**config.mk**
```make
export PLATFORM = sky130hd
export DESIGN_NAME = gpx_ctrl
export DESIGN_NICKNAME = d
export VERILOG_FILES = /design/src/rtl/gpx_pkg.sv /design/src/rtl/gpx_sync.sv /design/src/rtl/gpx_port.sv /design/src/rtl/gpx_ctrl.sv
export SDC_FILE = /design/constraint.sdc
export NUM_CORES = 1
export LEC_CHECK = 0
export BUFFER_PORTS_ARGS = -buffer_cell sky130_fd_sc_hd__buf_4
export CORE_MARGIN = 8
export CORE_UTILIZATION = 41
export CTS_BUF_LIST = sky130_fd_sc_hd__clkbuf_4 sky130_fd_sc_hd__clkbuf_8
export CTS_CLUSTER_SIZE = 8
export DETAILED_ROUTE_END_ITERATION = 6
export PLACE_DENSITY_LB_ADDON = 0.15
export SLEW_MARGIN = 20
export SYNTH_ARGS = -nofsm -noshare
export SYNTH_HDL_FRONTEND = slang
export SYNTH_HIERARCHICAL = 1
export SYNTH_SLANG_ARGS = --single-unit
```
**constraint.sdc**
```tcl
create_clock -name clk -period 3.2 [get_ports clk]
set_clock_uncertainty 0.15 [all_clocks]
set_input_delay 0.32 -clock clk [delete_from_list [all_inputs] [get_ports clk]]
set_output_delay 0.32 -clock clk [all_outputs]
set_load 0.05 [all_outputs]
```
**src/rtl/gpx_pkg.sv**
```systemverilog
// Shared definitions for the GPIO port controller.
// Assumes 8-pin ports and a 28-byte register stride per port.
package gpx_pkg;
    localparam int unsigned PORT_PINS   = 8;
    localparam int unsigned PORT_STRIDE = 28;

    typedef enum logic [1:0] {
        DRV_IN     = 2'd0,
        DRV_PUSH   = 2'd1,
        DRV_SINK   = 2'd2,
        DRV_SOURCE = 2'd3
    } drv_mode_e;

    typedef enum logic [2:0] {
        RG_DATA  = 3'd0,
        RG_MODE  = 3'd1,
        RG_EVT   = 3'd2,
        RG_IEN   = 3'd3,
        RG_FORCE = 3'd4,
        RG_EDGE  = 3'd5,
        RG_PUDIS = 3'd6
    } reg_idx_e;
endpackage

```
**src/rtl/gpx_sync.sv**
```systemverilog
// Two-flop input synchroniser, W bits wide.
// Assumes each bit is an independent level; no bus coherency is implied.
module gpx_sync #(
    parameter int unsigned W = 8
) (
    input  logic         clk,
    input  logic         rst_n,
    input  logic [W-1:0] d,
    output logic [W-1:0] q
);
    logic [W-1:0] meta_q;

    // Move pad levels through two stages into the clock domain.
    always_ff @(posedge clk) begin
        if (!rst_n) begin
            meta_q <= '0;
            q      <= '0;
        end else begin
            meta_q <= d;
            q      <= meta_q;
        end
    end
endmodule

```
**src/rtl/gpx_port.sv**
```systemverilog
// One 8-pin port: register bank, edge capture, interrupt merge, pad drive.
// Assumes pin_sync is already synchronised, and that wr_en is a decoded,
// aligned write to this bank.
module gpx_port
    import gpx_pkg::*;
(
    input  logic                 clk,
    input  logic                 rst_n,
    input  logic                 blk_en,
    input  logic                 wr_en,
    input  logic [2:0]           reg_idx,
    input  logic [15:0]          wdata,
    input  logic [PORT_PINS-1:0] pin_sync,
    output logic [31:0]          rdata,
    output logic [PORT_PINS-1:0] pin_out,
    output logic [PORT_PINS-1:0] pin_oe,
    output logic [PORT_PINS-1:0] pull_en,
    output logic                 irq
);
    localparam int unsigned MW = 2 * PORT_PINS;

    logic [MW-1:0]        mode_q;
    logic [PORT_PINS-1:0] dout_q, evt_q, ien_q, edge_q, pud_q, prev_q;
    logic [PORT_PINS-1:0] wbyte, hit, evt_d;
    logic wr_data, wr_mode, wr_evt, wr_ien, wr_force, wr_edge, wr_pud;

    assign wbyte    = wdata[PORT_PINS-1:0];
    assign wr_data  = wr_en && blk_en && (reg_idx == RG_DATA);
    assign wr_mode  = wr_en && blk_en && (reg_idx == RG_MODE);
    assign wr_evt   = wr_en && blk_en && (reg_idx == RG_EVT);
    assign wr_ien   = wr_en && blk_en && (reg_idx == RG_IEN);
    assign wr_force = wr_en && blk_en && (reg_idx == RG_FORCE);
    assign wr_edge  = wr_en && blk_en && (reg_idx == RG_EDGE);
    assign wr_pud   = wr_en && blk_en && (reg_idx == RG_PUDIS);

    // Qualify edges of the synchronised input against the chosen polarity.
    always_comb begin
        hit = (edge_q & pin_sync & ~prev_q) | (~edge_q & ~pin_sync & prev_q);
        if (!blk_en) hit = '0;
    end

    // Next event state: a new set (edge or force) wins over an acknowledge.
    always_comb begin
        evt_d = evt_q;
        if (wr_evt)   evt_d = evt_d & ~wbyte;
        evt_d = evt_d | hit;
        if (wr_force) evt_d = evt_d | wbyte;
    end

    // Register bank and edge history; history always tracks the input.
    always_ff @(posedge clk) begin
        if (!rst_n) begin
            mode_q <= '0; dout_q <= '0; evt_q <= '0; ien_q <= '0;
            edge_q <= '0; pud_q  <= '0; prev_q <= '0;
        end else begin
            prev_q <= pin_sync;
            evt_q  <= evt_d;
            if (wr_data) dout_q <= wbyte;
            if (wr_mode) mode_q <= wdata[MW-1:0];
            if (wr_ien)  ien_q  <= wbyte;
            if (wr_edge) edge_q <= wbyte;
            if (wr_pud)  pud_q  <= wbyte;
        end
    end

    // Per-pin pad drive from the mode field and the output latch.
    for (genvar k = 0; k < PORT_PINS; k++) begin : g_drv
        always_comb begin
            unique case (drv_mode_e'(mode_q[2*k +: 2]))
                DRV_PUSH:   begin pin_out[k] = dout_q[k]; pin_oe[k] = 1'b1;       end
                DRV_SINK:   begin pin_out[k] = 1'b0;      pin_oe[k] = ~dout_q[k]; end
                DRV_SOURCE: begin pin_out[k] = 1'b1;      pin_oe[k] = dout_q[k];  end
                default:    begin pin_out[k] = 1'b0;      pin_oe[k] = 1'b0;       end
            endcase
        end
    end

    assign pull_en = ~pud_q;
    assign irq     = |(evt_q & ien_q);

    // Read-back selection; force reads as zero.
    always_comb begin
        rdata = '0;
        case (reg_idx)
            RG_DATA:  rdata[PORT_PINS-1:0] = pin_sync;
            RG_MODE:  rdata[MW-1:0]        = mode_q;
            RG_EVT:   rdata[PORT_PINS-1:0] = evt_q;
            RG_IEN:   rdata[PORT_PINS-1:0] = ien_q;
            RG_EDGE:  rdata[PORT_PINS-1:0] = edge_q;
            RG_PUDIS: rdata[PORT_PINS-1:0] = pud_q;
            default:  rdata = '0;
        endcase
    end

    logic [PORT_PINS-1:0] sink_mask, in_mask;
    for (genvar k = 0; k < PORT_PINS; k++) begin : g_mask
        assign sink_mask[k] = (mode_q[2*k +: 2] == DRV_SINK);
        assign in_mask[k]   = (mode_q[2*k +: 2] == DRV_IN);
    end

    AST_HOLD_WHEN_OFF: assert property (@(posedge clk) disable iff (!rst_n)
        !blk_en |=> ($stable(mode_q) && $stable(dout_q) && $stable(evt_q) && $stable(ien_q)));
    AST_FORCE_SETS: assert property (@(posedge clk) disable iff (!rst_n)
        wr_force |=> ((evt_q & $past(wbyte)) == $past(wbyte)));
    AST_SINK_NEVER_HIGH: assert property (@(posedge clk) disable iff (!rst_n)
        (pin_oe & pin_out & sink_mask) == '0);
    AST_INPUT_NO_DRIVE: assert property (@(posedge clk) disable iff (!rst_n)
        (pin_oe & in_mask) == '0);
endmodule

```
**src/rtl/gpx_ctrl.sv**
```systemverilog
// GPIO controller top: address decode, global enable, synchroniser and
// NUM_PORTS port banks. Assumes a single-cycle register bus; reads are
// combinational from the address while bus_sel is high.
module gpx_ctrl
    import gpx_pkg::*;
#(
    parameter int unsigned NUM_PORTS = 3,
    parameter int unsigned ADDR_W    = 8,
    parameter int unsigned CTRL_OFS  = 'h54,
    localparam int unsigned NPIN     = NUM_PORTS * PORT_PINS
) (
    input  logic              clk,
    input  logic              rst_n,
    input  logic              bus_sel,
    input  logic              bus_wr,
    input  logic [ADDR_W-1:0] bus_addr,
    input  logic [31:0]       bus_wdata,
    output logic [31:0]       bus_rdata,
    input  logic [NPIN-1:0]   pin_in,
    output logic [NPIN-1:0]   pin_out,
    output logic [NPIN-1:0]   pin_oe,
    output logic [NPIN-1:0]   pin_pull_en,
    output logic [NUM_PORTS-1:0] irq
);
    logic              en_q;
    logic              ctrl_hit;
    logic [NPIN-1:0]   pin_sync;
    logic [NUM_PORTS-1:0] hit;
    logic [31:0]       prd [NUM_PORTS];

    wire unused_wdata = ^bus_wdata[31:16];

    gpx_sync #(.W(NPIN)) u_sync (
        .clk(clk), .rst_n(rst_n), .d(pin_in), .q(pin_sync)
    );

    assign ctrl_hit = bus_sel && (int'(bus_addr) == int'(CTRL_OFS));

    // Global block enable, writable regardless of its own state.
    always_ff @(posedge clk) begin
        if (!rst_n)                en_q <= 1'b0;
        else if (ctrl_hit && bus_wr) en_q <= bus_wdata[0];
    end

    for (genvar p = 0; p < NUM_PORTS; p++) begin : g_port
        localparam int BASE = p * PORT_STRIDE;
        logic [ADDR_W-1:0] rel;
        logic              in_rng;
        wire unused_rel = ^{rel[ADDR_W-1:5]};

        assign rel    = bus_addr - ADDR_W'(BASE);
        assign in_rng = (int'(bus_addr) >= BASE) && (int'(bus_addr) < BASE + PORT_STRIDE);
        assign hit[p] = bus_sel && in_rng && (rel[1:0] == 2'b00);

        gpx_port u_port (
            .clk     (clk),
            .rst_n   (rst_n),
            .blk_en  (en_q),
            .wr_en   (hit[p] && bus_wr),
            .reg_idx (rel[4:2]),
            .wdata   (bus_wdata[15:0]),
            .pin_sync(pin_sync[p*PORT_PINS +: PORT_PINS]),
            .rdata   (prd[p]),
            .pin_out (pin_out[p*PORT_PINS +: PORT_PINS]),
            .pin_oe  (pin_oe[p*PORT_PINS +: PORT_PINS]),
            .pull_en (pin_pull_en[p*PORT_PINS +: PORT_PINS]),
            .irq     (irq[p])
        );
    end

    // Merge read data from whichever bank or control register is selected.
    always_comb begin
        bus_rdata = '0;
        for (int p = 0; p < NUM_PORTS; p++) begin
            if (hit[p]) bus_rdata = bus_rdata | prd[p];
        end
        if (ctrl_hit) bus_rdata = bus_rdata | {31'b0, en_q};
    end

    AST_ONE_TARGET: assert property (@(posedge clk) disable iff (!rst_n)
        $onehot0({ctrl_hit, hit}));
    AST_IDLE_READ_ZERO: assert property (@(posedge clk) disable iff (!rst_n)
        !bus_sel |-> (bus_rdata == '0));
endmodule

```
==> flow_metrics.py, run 1 <==
metrics = {
    "grt": {
        "grt_pass1_wl_um": 64400,
        "gr-usage-all-layers_pct": 21.2,
        "antenna_found_initial": 1,
        "overflow": 0,
        "grt_pass1_vias": 11000,
        "grt_max_degree": 93,
    },
    "sta": {
        "finalMaxSlewViolations": 0,
        "rsz0062_at_grt": "false",
        "max_freq_mhz": 324,
        "hold_viol": 0,
        "min_period_ns": 3.08,
        "finalCritPeriodShare_pct": 96.3,
        "relSlewSlack_pct": 43.0,
        "fin_tns_setup_ns": 0,
        "setup_viol": 0,
        "tightestPinTransition_ns": 0.855,
    },
    "place": {
        "place.gp.congestion": 0.880,
        "portBuffers": 142,
        "hpwl_um": 28300,
        "placed_cells": 1941,
    },
    "synthesis": {
        "synthCells": 1475,
        "ys_ff_latch": 241,
        "syn-cell-area_mm2": 0.0130,
        "yosys_warnings": 6,
        "ys.flop_type": "dfxtp_1",
        "ys_types": 52,
        "synth_edf_count": 0,
        "ys_async_sr_fraction_pct": 0,
        "postSynthAreaPerCell_um2": 8.82,
        "seq_area_frac_synth_pct": 37.1,
    },
    "power_and_ir_drop": {
        "powerDensity_mw_per_mm2": 427,
        "clkPwrFrac_pct": 44.3,
        "swShare_pct": 24.6,
        "ir_drop_mv": 0.292,
        "pwr-share-seq_pct": 46.8,
        "leakagePower_nw": 5.87,
        "power.net_switching_mw": 1.61,
        "comb_power_share_pct": 8.9,
        "p_int_mw": 4.93,
    },
    "route": {
        "ant_nets": 0,
        "vias_per_cell": 5.63,
        "drc": 0,
        "first_pass_iters": 5,
        "drtIter0Drc": 934,
        "vias": 11500,
        "wire_per_inst_um": 20.5,
        "wl_um": 41800,
    },
    "setup_path": {
        "path_common_cell": "buf_4",
        "endpoint_kind": "output port",
        "cp.required_ns": 2.73,
        "reg2reg_to": "g_port[0].u_port/dout_q[0]",
        "reg2reg_slack_ns": 1.02,
        "slowest_stage": "ha_1",
        "critical_path_arrival_ns": 2.61,
        "crit_type": "input pin to output port",
        "cp_cell_sequence": "buf_4 -> inv_1 -> ha_1 -> buf_4 -> nor2b_1 -> a22oi_1 -> a21oi_1 -> a221o_1 -> buf_4",
        "max_stage_delay_ns": 0.49,
        "r2r_start": "en_q",
        "r2r_cells": 4,
        "worstPathMaxFanout": 15,
        "start_kind": "input pin",
    },
    "clock_tree": {
        "clk_pin_slew_worst_paths_ns": 0.06,
        "cts_buffers": 43,
        "ctsResizeCount": 0,
        "clock_tree.htree_level_count": 2,
        "insertion_delay_ns": 0.54,
        "cts_buffer_depth": 3,
        "cts.sinks": 241,
        "cts_root_buf": "clkbuf_8",
        "cts_tree": "built",
    },
    "layout": {
        "drive_above_1_share_pct": 19.9,
        "area_growth_pct": 17.8,
        "fill_cells": 3030,
        "post_layout_nonfiller_instances": 2043,
        "fin_util_pct": 48.8,
        "nNetsFinal": 1688,
        "multi_input_area_mm2": 0.00714,
        "register_area_mm2": 0.00483,
    },
    "die": {
        "initial_utilization_pct": 41.5,
        "die_height_um": 194,
        "dieArea_mm2": 0.0377,
        "num_rows": 65,
        "coreArea_mm2": 0.0314,
        "die_x_um": 194,
        "io_pins": 175,
    },
    "min_path": {
        "holdPathStages": 3,
        "hp-start": "bus_wdata[7]",
        "hold_path_class": "input pin to register",
        "min_to": "g_port[2].u_port/mode_q[7]",
    },
    "job": {
        "maxCapViolCount": 0,
    },
    "run_status": {
        "outcome": "finished clean",
    },
}
-- registers in the layout, summed over array words and instances, names as in the netlist --
name and count:
u_sync/q 24, g_port.u_port/evt_q 24, g_port.u_port/mode_q 48, u_sync/meta_q 24
g_port.u_port/pud_q 24, g_port.u_port/prev_q 24, g_port.u_port/ien_q 24, g_port.u_port/dout_q 24
en_q 1, g_port.u_port/edge_q 24
-- placed cells by master, fill, tap and decap left out, drive strengths merged, types with 31 or more instances in the layout --
cell,instances
a21o,31
conb,48
nand3,154
o21ai,150
a21boi,144
dfxtp,241
buf,190
clkbuf,69
and2,102
dlygate4sd3,32
a22o,31
inv,52
-- critical path: cells and delay by family --
family / cells / cell delay (ns)
AOI/OAI and AO/OA: 3 / 0.78
and+or+nand+nor: 1 / 0.36
adders and majority gates: 1 / 0.49
buffers and inverters: 4 / 0.66
-- timing repair --
action / CTS / global route
buffers inserted: 0 / 0
hold buffers: 32 / 0
endpoints found under the hold margin: 48 / 0
-- area by class of cell --
| type | count | area share [%] |
|---|---|---|
| repair buffers | 222 | 11.7 |
| diodes | 1 | 0.0163 |
| clock buffers | 69 | 5.62 |
| flip-flops and latches | 241 | 31.5 |
| multi-input cells | 1056 | 46.6 |
| inverters | 52 | 1.27 |
| well taps | 402 | 3.28 |
-- synthesized netlist by cell type, types with 9 or more instances --
cell	number	area, µm²
clkbuf_1	42	158
and3_1	28	175
buf_6	18	203
mux4_1	18	473
and2_1	81	507
o31a_1	24	210
inv_1	52	195
xnor2_1	24	210
a21oi_1	20	100
nand2_1	28	105
a21boi_1	12	90.1
nand4b_1	24	210
a21boi_0	132	991
a21o_2	17	149
nor2_1	21	78.8
buf_1	12	45.0
a22oi_1	30	225
nand2b_1	30	188
nand3_1	154	771
o31ai_1	24	180
o21a_1	30	225
a21o_1	14	105
nor2b_1	10	62.6
o21ai_0	150	751
a22o_1	20	175
dfxtp_1	241	4820
a22o_2	11	110
nand3b_1	9	67.6
buf_4	54	405
mux2i_1	13	130
a31oi_1	24	150
and2_2	21	158
buf_2	40	200
-- worst max path at each step --
| stage | startpoint | slack [ns] | depth (start not counted) | to |
|---|---|---|---|---|
| floorplan | bus_addr[7] | 0.55 | 9 | g_port[1].u_port/evt_q[0] |
| global placement | bus_addr[3] | 0.19 | 9 | bus_rdata[0] |
| detailed placement | bus_addr[3] | 0.15 | 9 | bus_rdata[0] |
| CTS | bus_addr[3] | 0.14 | 9 | bus_rdata[0] |
| global route | bus_addr[3] | 0.01 | 9 | bus_rdata[0] |
| finish | bus_addr[3] | 0.12 | 9 | bus_rdata[0] |
-- logic make-up (layout without fill, tap and decap cells) --
group	count (synthesis)	in the layout	synth area share, %
AOI/OAI and AO/OA	518	518	27.2
xor gates and xnor gates	26	26	1.75
adders and majority gates	4	4	0.385
buffers and inverters	223	343	9.46
DFF	241	241	37.1
muxes	31	31	4.63
other	3	49	0.0865
and+or+nand+nor	429	429	19.4
-- through the flow --
step | setup WS, ns | area (µm²) | hold WS [ns] | total power [mW]
6_report | 0.118 | 15300 | 0.0839 | 6.54
5_1_grt | 0.0112 | 15300 | 0.0740 | 6.80
4_1_cts | 0.140 | 15300 | 0.0580 | 6.59
3_5_place_dp | 0.150 | 14100 | 0.270 | 3.66
3_3_place_gp | 0.193 | 14100 | 0.265 | 3.66
2_1_floorplan | 0.550 | 13200 | 0.262 | 3.48
-- power by group through the flow --
stage	combinational, mW	sequential (mW)	clock (mW)
3_5_place_dp	0.540	3.12	0
4_1_cts	0.572	3.06	2.96
3_3_place_gp	0.539	3.12	0
2_1_floorplan	0.361	3.11	0
6_report	0.579	3.06	2.90
5_1_grt	0.615	3.06	3.12
-- metal layers --
metal	vias up	part of all wire [%]	track usage, %
met3	76	6.4	4.18
met2	388	47	34.3
met5	-	0	0
met4	0	2.5	7.02
met1	5544	45	27.8
li1	5504	-	-
Note: power is estimated with default switching activity, not from simulation.
==> run 2: changes to the inputs <==
--- a/config.mk
+++ b/config.mk
@@ -11,6 +11,7 @@
 export CTS_BUF_LIST = sky130_fd_sc_hd__clkbuf_4 sky130_fd_sc_hd__clkbuf_8
 export CTS_CLUSTER_SIZE = 8
 export DETAILED_ROUTE_END_ITERATION = 6
+export GPL_ROUTABILITY_DRIVEN = 0
 export PLACE_DENSITY_LB_ADDON = 0.15
 export SLEW_MARGIN = 20
 export SYNTH_ARGS = -nofsm -noshare
==> constraint.sdc (replaced) <==
create_clock -name clk -period 3.9 [get_ports clk]
set_clock_uncertainty 0.15 [all_clocks]
set_input_delay 0.39 -clock clk [delete_from_list [all_inputs] [get_ports clk]]
set_output_delay 0.39 -clock clk [all_outputs]
set_load 0.05 [all_outputs]
==> run 2 against run 1 <==
  * Die area did not move
  * Sequential share of layout area up 0.46 points
  * Worst hold slack gained 0.056 ns
  * Critical endpoint is now bus_rdata[1]
  * Final cell count fell by 1.0%
  * Highest routed layer unchanged
==> flow_metrics.py, run 2 (same netlist as run 1, synthesis figures left out) <==
metrics = {
    "run_status": {
        "outcome": "finished clean",
    },
    "setup_path": {
        "crit_buf_inv": 3,
        "cp_cell_sequence": "buf_4 -> inv_1 -> ha_1 -> mux4_1 -> nor2_1 -> a21oi_1 -> a22o_1 -> a21o_1 -> buf_4",
        "slowest_stage": "mux4_1",
        "cp.required_ns": 3.36,
        "crit_type": "input pin to output port",
        "endpoint_kind": "output port",
        "start_kind": "input pin",
        "worstPathMaxFanout": 15,
        "path_common_cell": "buf_4",
        "critical_path_arrival_ns": 2.75,
        "max_stage_delay_ns": 0.68,
        "crit_family": "multiplexers",
    },
    "layout": {
        "final_cell_mix": "240 x dfxtp_1, 175 x buf_4, 154 x nand3_1",
        "area_growth_pct": 16.1,
        "nNetsFinal": 1673,
        "regMostFlops": "g_port.u_port/mode_q",
        "drive_above_1_share_pct": 18.8,
        "layout_commonest_cell": "dfxtp_1",
        "post_layout_nonfiller_instances": 2022,
        "largest_reg_flops": 48,
    },
    "sta": {
        "fin_tns_setup_ns": 0,
        "setup_viol": 0,
        "rsz0062_at_grt": "false",
        "finalMaxSlewViolations": 0,
        "max_freq_mhz": 304,
        "min_period_ns": 3.29,
        "relSlewSlack_pct": 39.0,
        "setup_ws_ns": 0.612,
        "tightestPinTransition_ns": 0.915,
        "finalCritPeriodShare_pct": 84.3,
        "hold_viol": 0,
    },
    "route": {
        "vias": 11400,
        "wl_um": 42200,
        "drc": 0,
        "vias_per_cell": 5.63,
        "wire_per_inst_um": 20.9,
        "drtIter0Drc": 997,
        "first_pass_iters": 6,
        "ant_nets": 0,
    },
    "die": {
        "die_height_um": 194,
        "num_rows": 65,
        "initial_utilization_pct": 41.5,
        "io_pins": 175,
        "dieArea_mm2": 0.0377,
        "coreArea_mm2": 0.0314,
        "die_x_um": 194,
    },
    "grt": {
        "antenna_found_initial": 1,
        "grt_pass1_vias": 10800,
        "overflow": 0,
        "gr-usage-all-layers_pct": 21.4,
        "grt_max_degree": 100,
        "grt_pass1_wl_um": 65100,
    },
    "place": {
        "hpwl_um": 27900,
        "preCtsSetupSlack_ns": 0.628,
        "placed_cells": 1927,
        "portBuffers": 142,
    },
    "clock_tree": {
        "postCtsSetupBuffers": 0,
        "ctsResizeCount": 0,
        "cts_buffers": 42,
        "clk_pin_slew_worst_paths_ns": 0.06,
        "cts_tree": "built",
        "clock_tree.htree_level_count": 2,
        "cts.sinks": 241,
        "insertion_delay_ns": 0.55,
        "cts_buffer_depth": 3,
        "cts_root_buf": "clkbuf_8",
    },
    "power_and_ir_drop": {
        "power.net_switching_mw": 1.33,
        "swShare_pct": 25.3,
        "p_int_mw": 3.93,
        "pwr-share-seq_pct": 47.8,
        "leakagePower_nw": 5.74,
        "ir_drop_mv": 0.191,
        "powerDensity_mw_per_mm2": 348,
        "comb_power_share_pct": 8.9,
        "clkPwrFrac_pct": 43.4,
    },
    "job": {
        "maxCapViolCount": 0,
    },
    "min_path": {
        "hold_path_class": "input pin to register",
    },
}
run 2: cell count changes in the layout (fill, tap and decap cells not counted), sizes merged:
cell and change:
buf -14, bufinv +1, clkbuf -10, clkinv +1, clkinvlp +1
run 2: final timing paths:
| path | slack [ns] | to | cells past startpoint | startpoint |
|---|---|---|---|---|
| max | 0.61 | bus_rdata[1] | 9 | bus_addr[2] |
| min | 0.14 | g_port[0].u_port/mode_q[7] | 3 | bus_wdata[7] |
| max reg2reg | 1.46 | g_port[0].u_port/ien_q[5] | 4 | en_q |
| min reg2reg | 0.28 | u_sync/q[16] | 1 | u_sync/meta_q[16] |
run 2: area by class of cell:
| cell class | instances | area, µm² |
|---|---|---|
| fill | 3075 | 16300 |
| multi-input combinational | 1056 | 7140 |
| sequential | 241 | 4830 |
| timing repair buffer | 208 | 1650 |
| clock buffer | 59 | 743 |
| tap | 402 | 503 |
| inverter | 52 | 195 |
| clock inverter | 3 | 42.5 |
| antenna | 1 | 2.50 |
run 2: repair_timing:
action,CTS,global route
endpoints found under the hold margin,44,0
setup endpoints to repair,0,0
hold buffers,32,0
run 2: through the flow:
step / total power [mW] / hold WS [ns] / instance area (µm²) / utilization (%)
after floorplan: 2.85 / 0.262 / 13200 / -
after global placement: 3.00 / 0.270 / 14000 / 44.6
after detailed placement: 3.00 / 0.271 / 14000 / 44.6
after CTS: 5.31 / 0.0999 / 15100 / 48.1
after global routing: 5.45 / 0.136 / 15100 / 48.1
final: 5.26 / 0.140 / 15100 / 48.1
run 2: worst register-to-register path, stage by stage, from the launching register on:
cell      delay, ns
dfxtp_2        0.93
and3_1         0.74
buf_4          0.26
nand3_1        0.08
a21boi_0       0.20
run 2: layer usage:
layer	global-route usage (%)	vias to the layer above	share of wire (%)
li1	-	5474	-
met1	29.2	5464	46
met2	34.3	370	46
met3	3.47	67	5.9
met4	6.25	0	2.5
met5	0	-	0
run 2: power by group through the flow:
stage          Clock [mW]  Sequential [mW]  Combinational (mW)
2_1_floorplan           0             2.56               0.296
3_3_place_gp            0             2.56               0.433
3_5_place_dp            0             2.56               0.434
4_1_cts              2.34             2.51               0.460
5_1_grt              2.45             2.51               0.494
6_report             2.28             2.51               0.466
